===== config.mk =====
export PLATFORM = sky130hd
export DESIGN_NAME = cfg_stream_loader
export DESIGN_NICKNAME = d
export VERILOG_FILES = /design/src/rtl/cfgl_pkg.sv /design/src/rtl/cfgl_init_seq.sv /design/src/rtl/cfgl_serializer.sv /design/src/rtl/cfgl_status.sv /design/src/rtl/cfg_stream_loader.sv
export SDC_FILE = /design/constraint.sdc
export NUM_CORES = 1
export LEC_CHECK = 0
export ABC_AREA = 0
export BUFFER_PORTS_ARGS = -buffer_cell sky130_fd_sc_hd__buf_4
export CAP_MARGIN = 10
export CORE_UTILIZATION = 35
export DETAILED_ROUTE_END_ITERATION = 6
export GPL_ROUTABILITY_DRIVEN = 1
export SLEW_MARGIN = 30
export SYNTH_ARGS = -nofsm -noshare
export SYNTH_HDL_FRONTEND = slang
export SYNTH_SLANG_ARGS = --single-unit
export TNS_END_PERCENT = 20

===== constraint.sdc =====
create_clock -name clk -period 1.9 [get_ports clk]
set_input_delay 0.095 -clock clk [delete_from_list [all_inputs] [get_ports clk]]
set_output_delay 0.095 -clock clk [all_outputs]
set_load 0.005 [all_outputs]

===== src/rtl/cfgl_pkg.sv =====
package cfgl_pkg;
    localparam int WORD_W = 16;
    // status bit positions decoded by host software
    localparam int ST_DONE = 0;
    localparam int ST_RDY  = 1;
    localparam int ST_TXR  = 2;
    localparam int ST_ERR  = 3;
    localparam int ST_SIG  = 12;
endpackage


===== src/rtl/cfgl_init_seq.sv =====
module cfgl_init_seq #(
    parameter int INIT_DLY = 8
) (
    input  logic clk,
    input  logic rst_n,
    input  logic prog_i,
    output logic init_o
);
    localparam int CNT_W = $clog2(INIT_DLY + 1);

    typedef struct packed {
        logic [CNT_W-1:0] cnt;
        logic             init;
    } seq_t;

    seq_t seq_d, seq_q;

    always_comb begin
        seq_d = seq_q;
        if (prog_i) begin
            seq_d.cnt  = CNT_W'(INIT_DLY);
            seq_d.init = 1'b0;
        end else if (seq_q.cnt != '0) begin
            seq_d.cnt = seq_q.cnt - CNT_W'(1);
        end else begin
            seq_d.init = 1'b1;
        end
    end

    always_ff @(posedge clk or negedge rst_n) begin
        if (!rst_n) begin
            seq_q.cnt  <= CNT_W'(INIT_DLY);
            seq_q.init <= 1'b0;
        end else begin
            seq_q <= seq_d;
        end
    end

    assign init_o = seq_q.init;

    // ready only falls as a result of a program pulse
    assert_init_holds_R2: assert property (@(posedge clk) disable iff (!rst_n)
        $fell(seq_q.init) |-> $past(prog_i));
endmodule


===== src/rtl/cfgl_serializer.sv =====
module cfgl_serializer
    import cfgl_pkg::*;
#(
    parameter int BUS_W = 8
) (
    input  logic             clk,
    input  logic             rst_n,
    input  logic             clear_i,
    input  logic             load_i,
    input  logic [WORD_W-1:0] word_i,
    output logic             idle_o,
    output logic [BUS_W-1:0] data_o,
    output logic             strobe_o
);
    localparam int BEATS = WORD_W / BUS_W;
    localparam int CW    = $clog2(BEATS + 1);

    typedef struct packed {
        logic [WORD_W-1:0] sh;
        logic [CW-1:0]     left;
        logic [BUS_W-1:0]  dat;
        logic              stb;
    } ser_t;

    ser_t ser_d, ser_q;

    always_comb begin
        ser_d     = ser_q;
        ser_d.stb = 1'b0;
        if (clear_i) begin
            ser_d.sh   = '0;
            ser_d.left = '0;
        end else if (load_i) begin
            ser_d.sh   = word_i;
            ser_d.left = CW'(BEATS);
        end else if (ser_q.left != '0) begin
            ser_d.dat  = ser_q.sh[WORD_W-1 -: BUS_W];
            ser_d.stb  = 1'b1;
            ser_d.sh   = ser_q.sh << BUS_W;
            ser_d.left = ser_q.left - CW'(1);
        end
    end

    always_ff @(posedge clk or negedge rst_n) begin
        if (!rst_n) begin
            ser_q <= '0;
        end else begin
            ser_q <= ser_d;
        end
    end

    assign idle_o   = (ser_q.left == '0);
    assign data_o   = ser_q.dat;
    assign strobe_o = ser_q.stb;

    // the word being shifted is never overwritten by a new load
    assert_load_when_idle_R6: assert property (@(posedge clk) disable iff (!rst_n)
        load_i |-> idle_o);
endmodule


===== src/rtl/cfgl_status.sv =====
module cfgl_status #(
    parameter int SYNC_STAGES = 2
) (
    input  logic clk,
    input  logic rst_n,
    input  logic prog_i,
    input  logic bad_wr_i,
    input  logic done_i,
    output logic err_o,
    output logic done_o
);
    typedef struct packed {
        logic [SYNC_STAGES-1:0] sync;
        logic                   err;
    } st_t;

    st_t st_d, st_q;

    always_comb begin
        st_d = st_q;
        if (SYNC_STAGES > 1)
            st_d.sync = {st_q.sync[SYNC_STAGES-2:0], done_i};
        else
            st_d.sync[0] = done_i;
        if (prog_i)
            st_d.err = 1'b0;
        else if (bad_wr_i)
            st_d.err = 1'b1;
    end

    always_ff @(posedge clk or negedge rst_n) begin
        if (!rst_n) begin
            st_q <= '0;
        end else begin
            st_q <= st_d;
        end
    end

    assign err_o  = st_q.err;
    assign done_o = st_q.sync[SYNC_STAGES-1];

    // a refused write always leaves the sticky flag set
    assert_err_sets_R6: assert property (@(posedge clk) disable iff (!rst_n)
        bad_wr_i && !prog_i |=> err_o);
endmodule


===== src/rtl/cfg_stream_loader.sv =====
module cfg_stream_loader
    import cfgl_pkg::*;
#(
    parameter int         BUS_W       = 8,
    parameter int         INIT_DLY    = 8,
    parameter int         SYNC_STAGES = 2,
    parameter logic [3:0] VERSION     = 4'h5
) (
    input  logic             clk,
    input  logic             rst_n,
    input  logic             prog_i,
    input  logic             wr_en_i,
    input  logic [15:0]      wr_data_i,
    output logic [15:0]      status_o,
    input  logic             done_i,
    output logic [BUS_W-1:0] cfg_data_o,
    output logic             cfg_strobe_o
);
    logic init_w, idle_w, txready_w, accept_w, bad_w, err_w, done_w;

    assign txready_w = init_w && idle_w;
    assign accept_w  = wr_en_i && txready_w && !prog_i;
    assign bad_w     = wr_en_i && !txready_w && !prog_i;

    cfgl_init_seq #(.INIT_DLY(INIT_DLY)) u_init (
        .clk(clk), .rst_n(rst_n), .prog_i(prog_i), .init_o(init_w)
    );

    cfgl_serializer #(.BUS_W(BUS_W)) u_ser (
        .clk(clk), .rst_n(rst_n), .clear_i(prog_i), .load_i(accept_w),
        .word_i(wr_data_i), .idle_o(idle_w), .data_o(cfg_data_o),
        .strobe_o(cfg_strobe_o)
    );

    cfgl_status #(.SYNC_STAGES(SYNC_STAGES)) u_st (
        .clk(clk), .rst_n(rst_n), .prog_i(prog_i), .bad_wr_i(bad_w),
        .done_i(done_i), .err_o(err_w), .done_o(done_w)
    );

    always_comb begin
        status_o                     = '0;
        status_o[ST_SIG +: 4]        = VERSION;
        status_o[ST_ERR]             = err_w;
        status_o[ST_TXR]             = txready_w;
        status_o[ST_RDY]             = init_w;
        status_o[ST_DONE]            = done_w;
    end

    // an accepted word blocks the next one immediately
    assert_txready_drops_R4: assert property (@(posedge clk) disable iff (!rst_n)
        accept_w |=> !status_o[ST_TXR]);

    // a program pulse stops the stream and clears ready
    assert_prog_clears_R7: assert property (@(posedge clk) disable iff (!rst_n)
        prog_i |=> !cfg_strobe_o && !status_o[ST_RDY] && !status_o[ST_ERR]);
endmodule


==> flow_summary_export.csv, run 1 <==
group,metric,value,unit
clock_tree,numClockSinks,35,
finish,fin_nets,194,
finish,ff_latch_area,877,µm²
yosys,synth-seq-cells,35,
outcome,outcome,"finished, final reports clean",
timing,timing.hold.ws,0.0337,ns
floorplan,initial_core_util,37.5,%
detailed_routing,wl_met2,1350,µm
clock_tree,clock_latency,0.28,ns
timing,slew_headroom,65.1,%
power_and_ir_drop,power,2.24,mW
place,numPortBuffers,33,
finish,drive_above_1_share,32.6,%
power_and_ir_drop,vdd_drop_max,0.355,mV
yosys,synthCells,147,
detailed_routing,ant_nets,0,
clock_tree,cts_hold_buffers,2,
timing,rsz0062_at_grt,"false",
global_route,grt_max_degree,36,
floorplan,pin_count,46,
yosys,synthDistinctLibCells,32,
place,hpwlAfterDp,2170,µm
power_and_ir_drop,p_leak,0.978,nW
place,dp_slack,0.362,ns
detailed_routing,postRouteWirelength,2930,µm
critical_path,crit_chain,"or3b_2 -> inv_1 -> buf_4",
critical_path,cpPeakStageDelay,0.53,ns
hold_path,hold_class,"in -> reg",
yosys,synth_fa_ha_area_share,1.48,%
clock_tree,tritoncts,"done",
yosys,synth_area,1690,µm²
yosys,ys_async_sr_fraction,100,%
floorplan,dieArea,5110,µm²
detailed_routing,drtIter0Drc,18,
yosys,synth-simple-area-share,13.5,%
critical_path,cp.required,1.80,ns
yosys,synthMuxAreaShare,6.89,%
yosys,synth_top_family_by_area,"simple AND/OR/NAND/NOR gates",
finish,final_cell_mix,"35 x buf_4, 34 x dfrtp_1, 12 x nor2_1, 12 x conb_1, 10 x nand2_1",
critical_path,endpoint_kind,"output pin",
run,maxCapViolations,0,
detailed_routing,wl_met1,1380,µm
finish,syn_to_final_growth,16.4,%
yosys,synth_compound_area_share,11.8,%
clock_tree,cts_setup_buffers,0,
yosys,syn_area_per_cell,11.5,µm²
detailed_routing,post_drt_wl_per_cell,13.1,µm
timing,finalHoldViolations,0,
timing,layout_setup_ws,0.337,ns
timing,setup_viol,0,
clock_tree,cts_buffer_depth,2,
clock_tree,cts_max_level,2,
critical_path,cp_data_arrival_time,1.47,ns
global_route,antenna_found_initial,0,
finish,multiInputGateArea,622,µm²
detailed_routing,vias,1051,
finish,final_common_cell,"buf_4",
clock_tree,path_clk_slew,0.07,ns
clock_tree,cts-root-buf,"clkbuf_8",
finish,fillers,419,
timing,totalNegativeSetupSlack,0,ns
global_route,grt_pass1_vias,1052,
timing,fmaxAchievable,640,MHz
global_route,overflow,0,
critical_path,cp_max_fo,6,
timing,layout_min_cycle_time,1.56,ns
yosys,synth_edf_count,0,
power_and_ir_drop,powerDensity,1140,nW/µm²
critical_path,slowest_stage,"or3b_2",
timing,drv_slew,0,
clock_tree,cts_resized,0,
critical_path,path_class,"reg -> out",
floorplan,die_h,71.5,µm
floorplan,die_x,71.5,µm
critical_path,worstSetupStartpointType,"flip-flop",
finish,antennaDiodeCount,0,
yosys,ys_warn_count,0,
timing,finalClockSkew,0.00453,ns
timing,tightest_slew,0.523,ns
yosys,synth_xor_area_share,0.519,%
detailed_routing,firstDrtPassIters,5,
global_route,grt_pass1_wl,4980,µm
detailed_routing,vias_per_cell,4.69,
floorplan,rows,24,
yosys,ys_seq_area_share,51.9,%
finish,final_util,43.6,%
timing,fin_crit_sh,82.3,%
global_route,grt_usage,12.9,%
clock_tree,numCtsBuffers,5,
yosys,synth_flop_cell,"dfrtp_1",
floorplan,coreArea,4500,µm²
detailed_routing,met3RoutedLength,128,µm
detailed_routing,drc,0,
detailed_routing,topRoutingLayerUsed,"met4",
place,globalplace.congestion,0.713,
==> final cells by class <==
class,instances,area share (%)
clock buffers,7,4.90
flip-flops and latches,35,44.6
well taps,52,3.31
clock inverters,1,0.382
inverters,4,0.764
repair buffers,37,14.4
multi-input cells,88,31.6
==> state kept, by name (all words and copies together) (netlist names) <==
register and count:
u_st.err_o 1, u_ser.ser_q 18, u_init.init_o 1, u_ser.data_o 8
u_st.st_d 1, u_ser.strobe_o 1, u_init.seq_q 4, u_st.done_o 1
==> cells by family (layout without fill, tap and decap cells) <==
| kind of cell | after synthesis | count (layout) |
|---|---|---|
| adders and majority gates | 2 | 2 |
| muxes | 8 | 8 |
| buffers and inverters | 34 | 49 |
| xor gates and xnor gates | 1 | 1 |
| AOI/OAI and AO/OA | 22 | 22 |
| DFF | 35 | 35 |
| other | 2 | 12 |
| and+or+nand+nor | 43 | 43 |
==> per-stage QoR <==
step,cells,instance area [µm²]
after floorplan,157,1730
after global placement,214,1840
after detailed placement,214,1840
after CTS,224,1970
after global routing,224,1970
final,224,1970
==> worst max-delay path, delay by kind of cell (launching register included) <==
kind          cells  cell delay [ns]
flops             1             0.49
buf+inv           2             0.17
simple gates      1             0.53
==> report_power, final <==
part / total, mW / internal (mW) / switching, mW / leakage, nW
logic: 0.630 / 0.365 / 0.266 / 0.457
registers: 1.03 / 0.915 / 0.116 / 0.470
clock network: 0.577 / 0.329 / 0.248 / 0.0505
==> synth_stat cells, drive strengths merged, types with 3 or more instances <==
cell type   n  area, µm²
mux2        8        116
a311oi      8       70.1
dfrtp      34        851
nand3       9       45.0
inv         4       15.0
a21oi       3       15.0
nand2      10       37.5
buf        27        201
nor2       13       56.3
clkbuf      3       11.3
a22o        8       70.1
==> worst paths after layout <==
kind / cells after the start / start / endpoint / slack [ns]
worst max register to register: 5 / u_init.seq_q[1] / u_init.seq_q[2] / 0.35
worst max-delay path: 3 / u_ser.ser_q[10] / status_o[2] / 0.34
max in group asynchronous: 2 / rst_n / u_init.seq_q[4] / 1.28
worst min register to register: 0 / u_st.st_d[2] / u_st.done_o / 0.35
worst min-delay path: 2 / wr_data_i[4] / u_ser.ser_q[15] / 0.03
min in group asynchronous: 2 / rst_n / u_st.done_o / 0.29
==> layer usage <==
layer / up-vias / global-route usage, %
li1: 521 / -
met1: 482 / 15.8
met4: 0 / 7.84
met2: 41 / 20.6
met5: - / 0
met3: 7 / 2.95
Power figures use the tool's default switching activity.
==> run 2, diff against run 1 <==
==> constraint.sdc (replaced) <==
create_clock -name clk -period 1.5 [get_ports clk]
set_input_delay 0.075 -clock clk [delete_from_list [all_inputs] [get_ports clk]]
set_output_delay 0.075 -clock clk [all_outputs]
set_load 0.005 [all_outputs]
==> flow_summary_export.csv, run 2 (synthesis results as in run 1) <==
group,metric,value,unit
detailed_routing,ant_nets,0,
place,numPortBuffers,33,
finish,final_common_cell,"buf_4",
floorplan,die_h,71.5,µm
timing,totalNegativeSetupSlack,0,ns
finish,final_cell_mix,"39 x buf_4, 33 x dfrtp_1, 12 x nor2_1, 12 x conb_1, 10 x nand2_1",
clock_tree,numCtsBuffers,5,
detailed_routing,vias_per_cell,4.76,
floorplan,rows,24,
global_route,grt_pass1_wl,5060,µm
finish,fin_nets,199,
finish,top_register,"u_ser.ser_q",
global_route,grt_usage,13.3,%
finish,instances_no_fill,229,
power_and_ir_drop,clockPowerShare,23.0,%
clock_tree,cts_buffer_depth,2,
finish,antennaDiodeCount,0,
detailed_routing,postRouteWirelength,3010,µm
floorplan,initial_core_util,37.5,%
floorplan,pin_count,46,
hold_path,hold_class,"in -> reg",
global_route,grt_pass1_vias,1080,
floorplan,dieArea,5110,µm²
timing,slew_headroom,65.4,%
power_and_ir_drop,intPower,1.98,mW
timing,setup_viol,0,
clock_tree,path_clk_slew,0.07,ns
clock_tree,tritoncts,"done",
timing,fmaxAchievable,710,MHz
power_and_ir_drop,vdd_drop_max,0.428,mV
finish,syn_to_final_growth,18.4,%
floorplan,coreArea,4500,µm²
critical_path,path_class,"reg -> out",
power_and_ir_drop,p_switching,826,µW
clock_tree,numClockSinks,35,
clock_tree,cts-root-buf,"clkbuf_8",
floorplan,die_x,71.5,µm
critical_path,cp_max_fo,5,
power_and_ir_drop,powerDensity,1400,nW/µm²
critical_path,endpoint_kind,"output pin",
timing,finalClockSkew,0.00586,ns
detailed_routing,wl_met2,1420,µm
place,place_inst,218,
timing,fin_crit_sh,93.9,%
detailed_routing,firstDrtPassIters,4,
power_and_ir_drop,p_sw_share,29.5,%
detailed_routing,topRoutingLayerUsed,"met4",
timing,finalHoldViolations,0,
finish,drive_above_1_share,37.3,%
global_route,overflow,0,
detailed_routing,post_drt_wl_per_cell,13.1,µm
detailed_routing,drc,0,
detailed_routing,met3RoutedLength,135,µm
finish,multiInputGateArea,634,µm²
finish,ff_latch_area,878,µm²
detailed_routing,vias,1091,
timing,drv_slew,0,
clock_tree,clock_latency,0.29,ns
global_route,grt_max_degree,36,
power_and_ir_drop,p_comb_share,30.3,%
critical_path,cp.required,1.42,ns
power_and_ir_drop,seqPwrFrac,46.7,%
timing,layout_min_cycle_time,1.41,ns
run,maxCapViolations,0,
detailed_routing,wl_met1,1370,µm
finish,fillers,432,
clock_tree,cts_max_level,2,
global_route,antenna_found_initial,0,
detailed_routing,drtIter0Drc,53,
power_and_ir_drop,p_leak,1.00,nW
timing,tightest_slew,0.518,ns
place,globalplace.congestion,0.730,
place,hpwlAfterDp,2240,µm
finish,largest_register_ffs,18,
critical_path,worstSetupStartpointType,"flip-flop",
critical_path,cp_data_arrival_time,1.33,ns
timing,rsz0062_at_grt,"false",
outcome,outcome,"finished, final reports clean",
[run 2: power groups by stage]
stage / logic [mW] / registers, mW / clock network [mW]
finish: 0.850 / 1.31 / 0.644
global placement: 0.799 / 1.31 / 0
floorplan: 0.673 / 1.27 / 0
CTS: 0.849 / 1.31 / 0.662
global route: 0.953 / 1.35 / 0.716
detailed placement: 0.833 / 1.32 / 0
[run 2: worst max-delay path, cell delays in order (launching register included)]
cell	delay, ns
dfrtp_1	0.39
buf_6	0.14
or3b_4	0.37
inv_1	0.06
buf_4	0.10
[run 2: final timing paths]
kind                                  from              end  slack, ns  cells past startpoint
setup / recovery            u_ser.ser_q[9]      status_o[2]       0.09                      4
hold / removal                wr_data_i[7]  u_ser.ser_q[18]       0.01                      2
setup reg to reg           u_ser.ser_q[10]  u_ser.ser_q[14]       0.10                      3
hold reg to reg               u_st.st_d[2]      u_st.done_o       0.35                      0
max in group asynchronous            rst_n  u_init.seq_q[4]       0.91                      2
min in group asynchronous            rst_n      u_st.done_o       0.27                      2
[run 2: layout make-up]
class | count | area share (%)
Tap cell | 52 | 3.25
Inverter | 4 | 0.750
Sequential cell | 35 | 43.9
Clock buffer | 5 | 3.44
Timing Repair Buffer | 42 | 16.2
Multi-Input combinational cell | 88 | 31.7
Clock inverter | 3 | 0.750
[run 2: repair_timing]
| action | in CTS | in global routing |
|---|---|---|
| setup endpoints to repair | 1 | 2 |
| buffers inserted | 1 | 0 |
| endpoints found under the hold margin | 35 | 0 |
| resized for setup | 4 | 3 |
| hold buffers | 2 | 0 |
[run 2: through the flow]
| step | power (mW) | util, % | instance area (µm²) | setup slack [ns] | hold WS, ns |
|---|---|---|---|---|---|
| after CTS | 2.82 | 44.3 | 1990 | 0.0606 | 0.00505 |
| after global routing | 3.02 | 44.4 | 2000 | 0.0143 | 0.00849 |
| after floorplan | 1.95 | - | 1730 | 0.0755 | -0.221 |
| final | 2.80 | 44.4 | 2000 | 0.0918 | 0.0125 |
| after detailed placement | 2.16 | 41.6 | 1870 | 0.0232 | 0.0467 |
| after global placement | 2.11 | 41.6 | 1870 | 0.0823 | 0.0382 |
[run 2: metal layers]
| layer | vias up | global-route usage [%] |
|---|---|---|
| met3 | 8 | 3.09 |
| met5 | - | 0 |
| li1 | 533 | - |
| met1 | 511 | 16.2 |
| met2 | 39 | 21.2 |
| met4 | 0 | 8.50 |
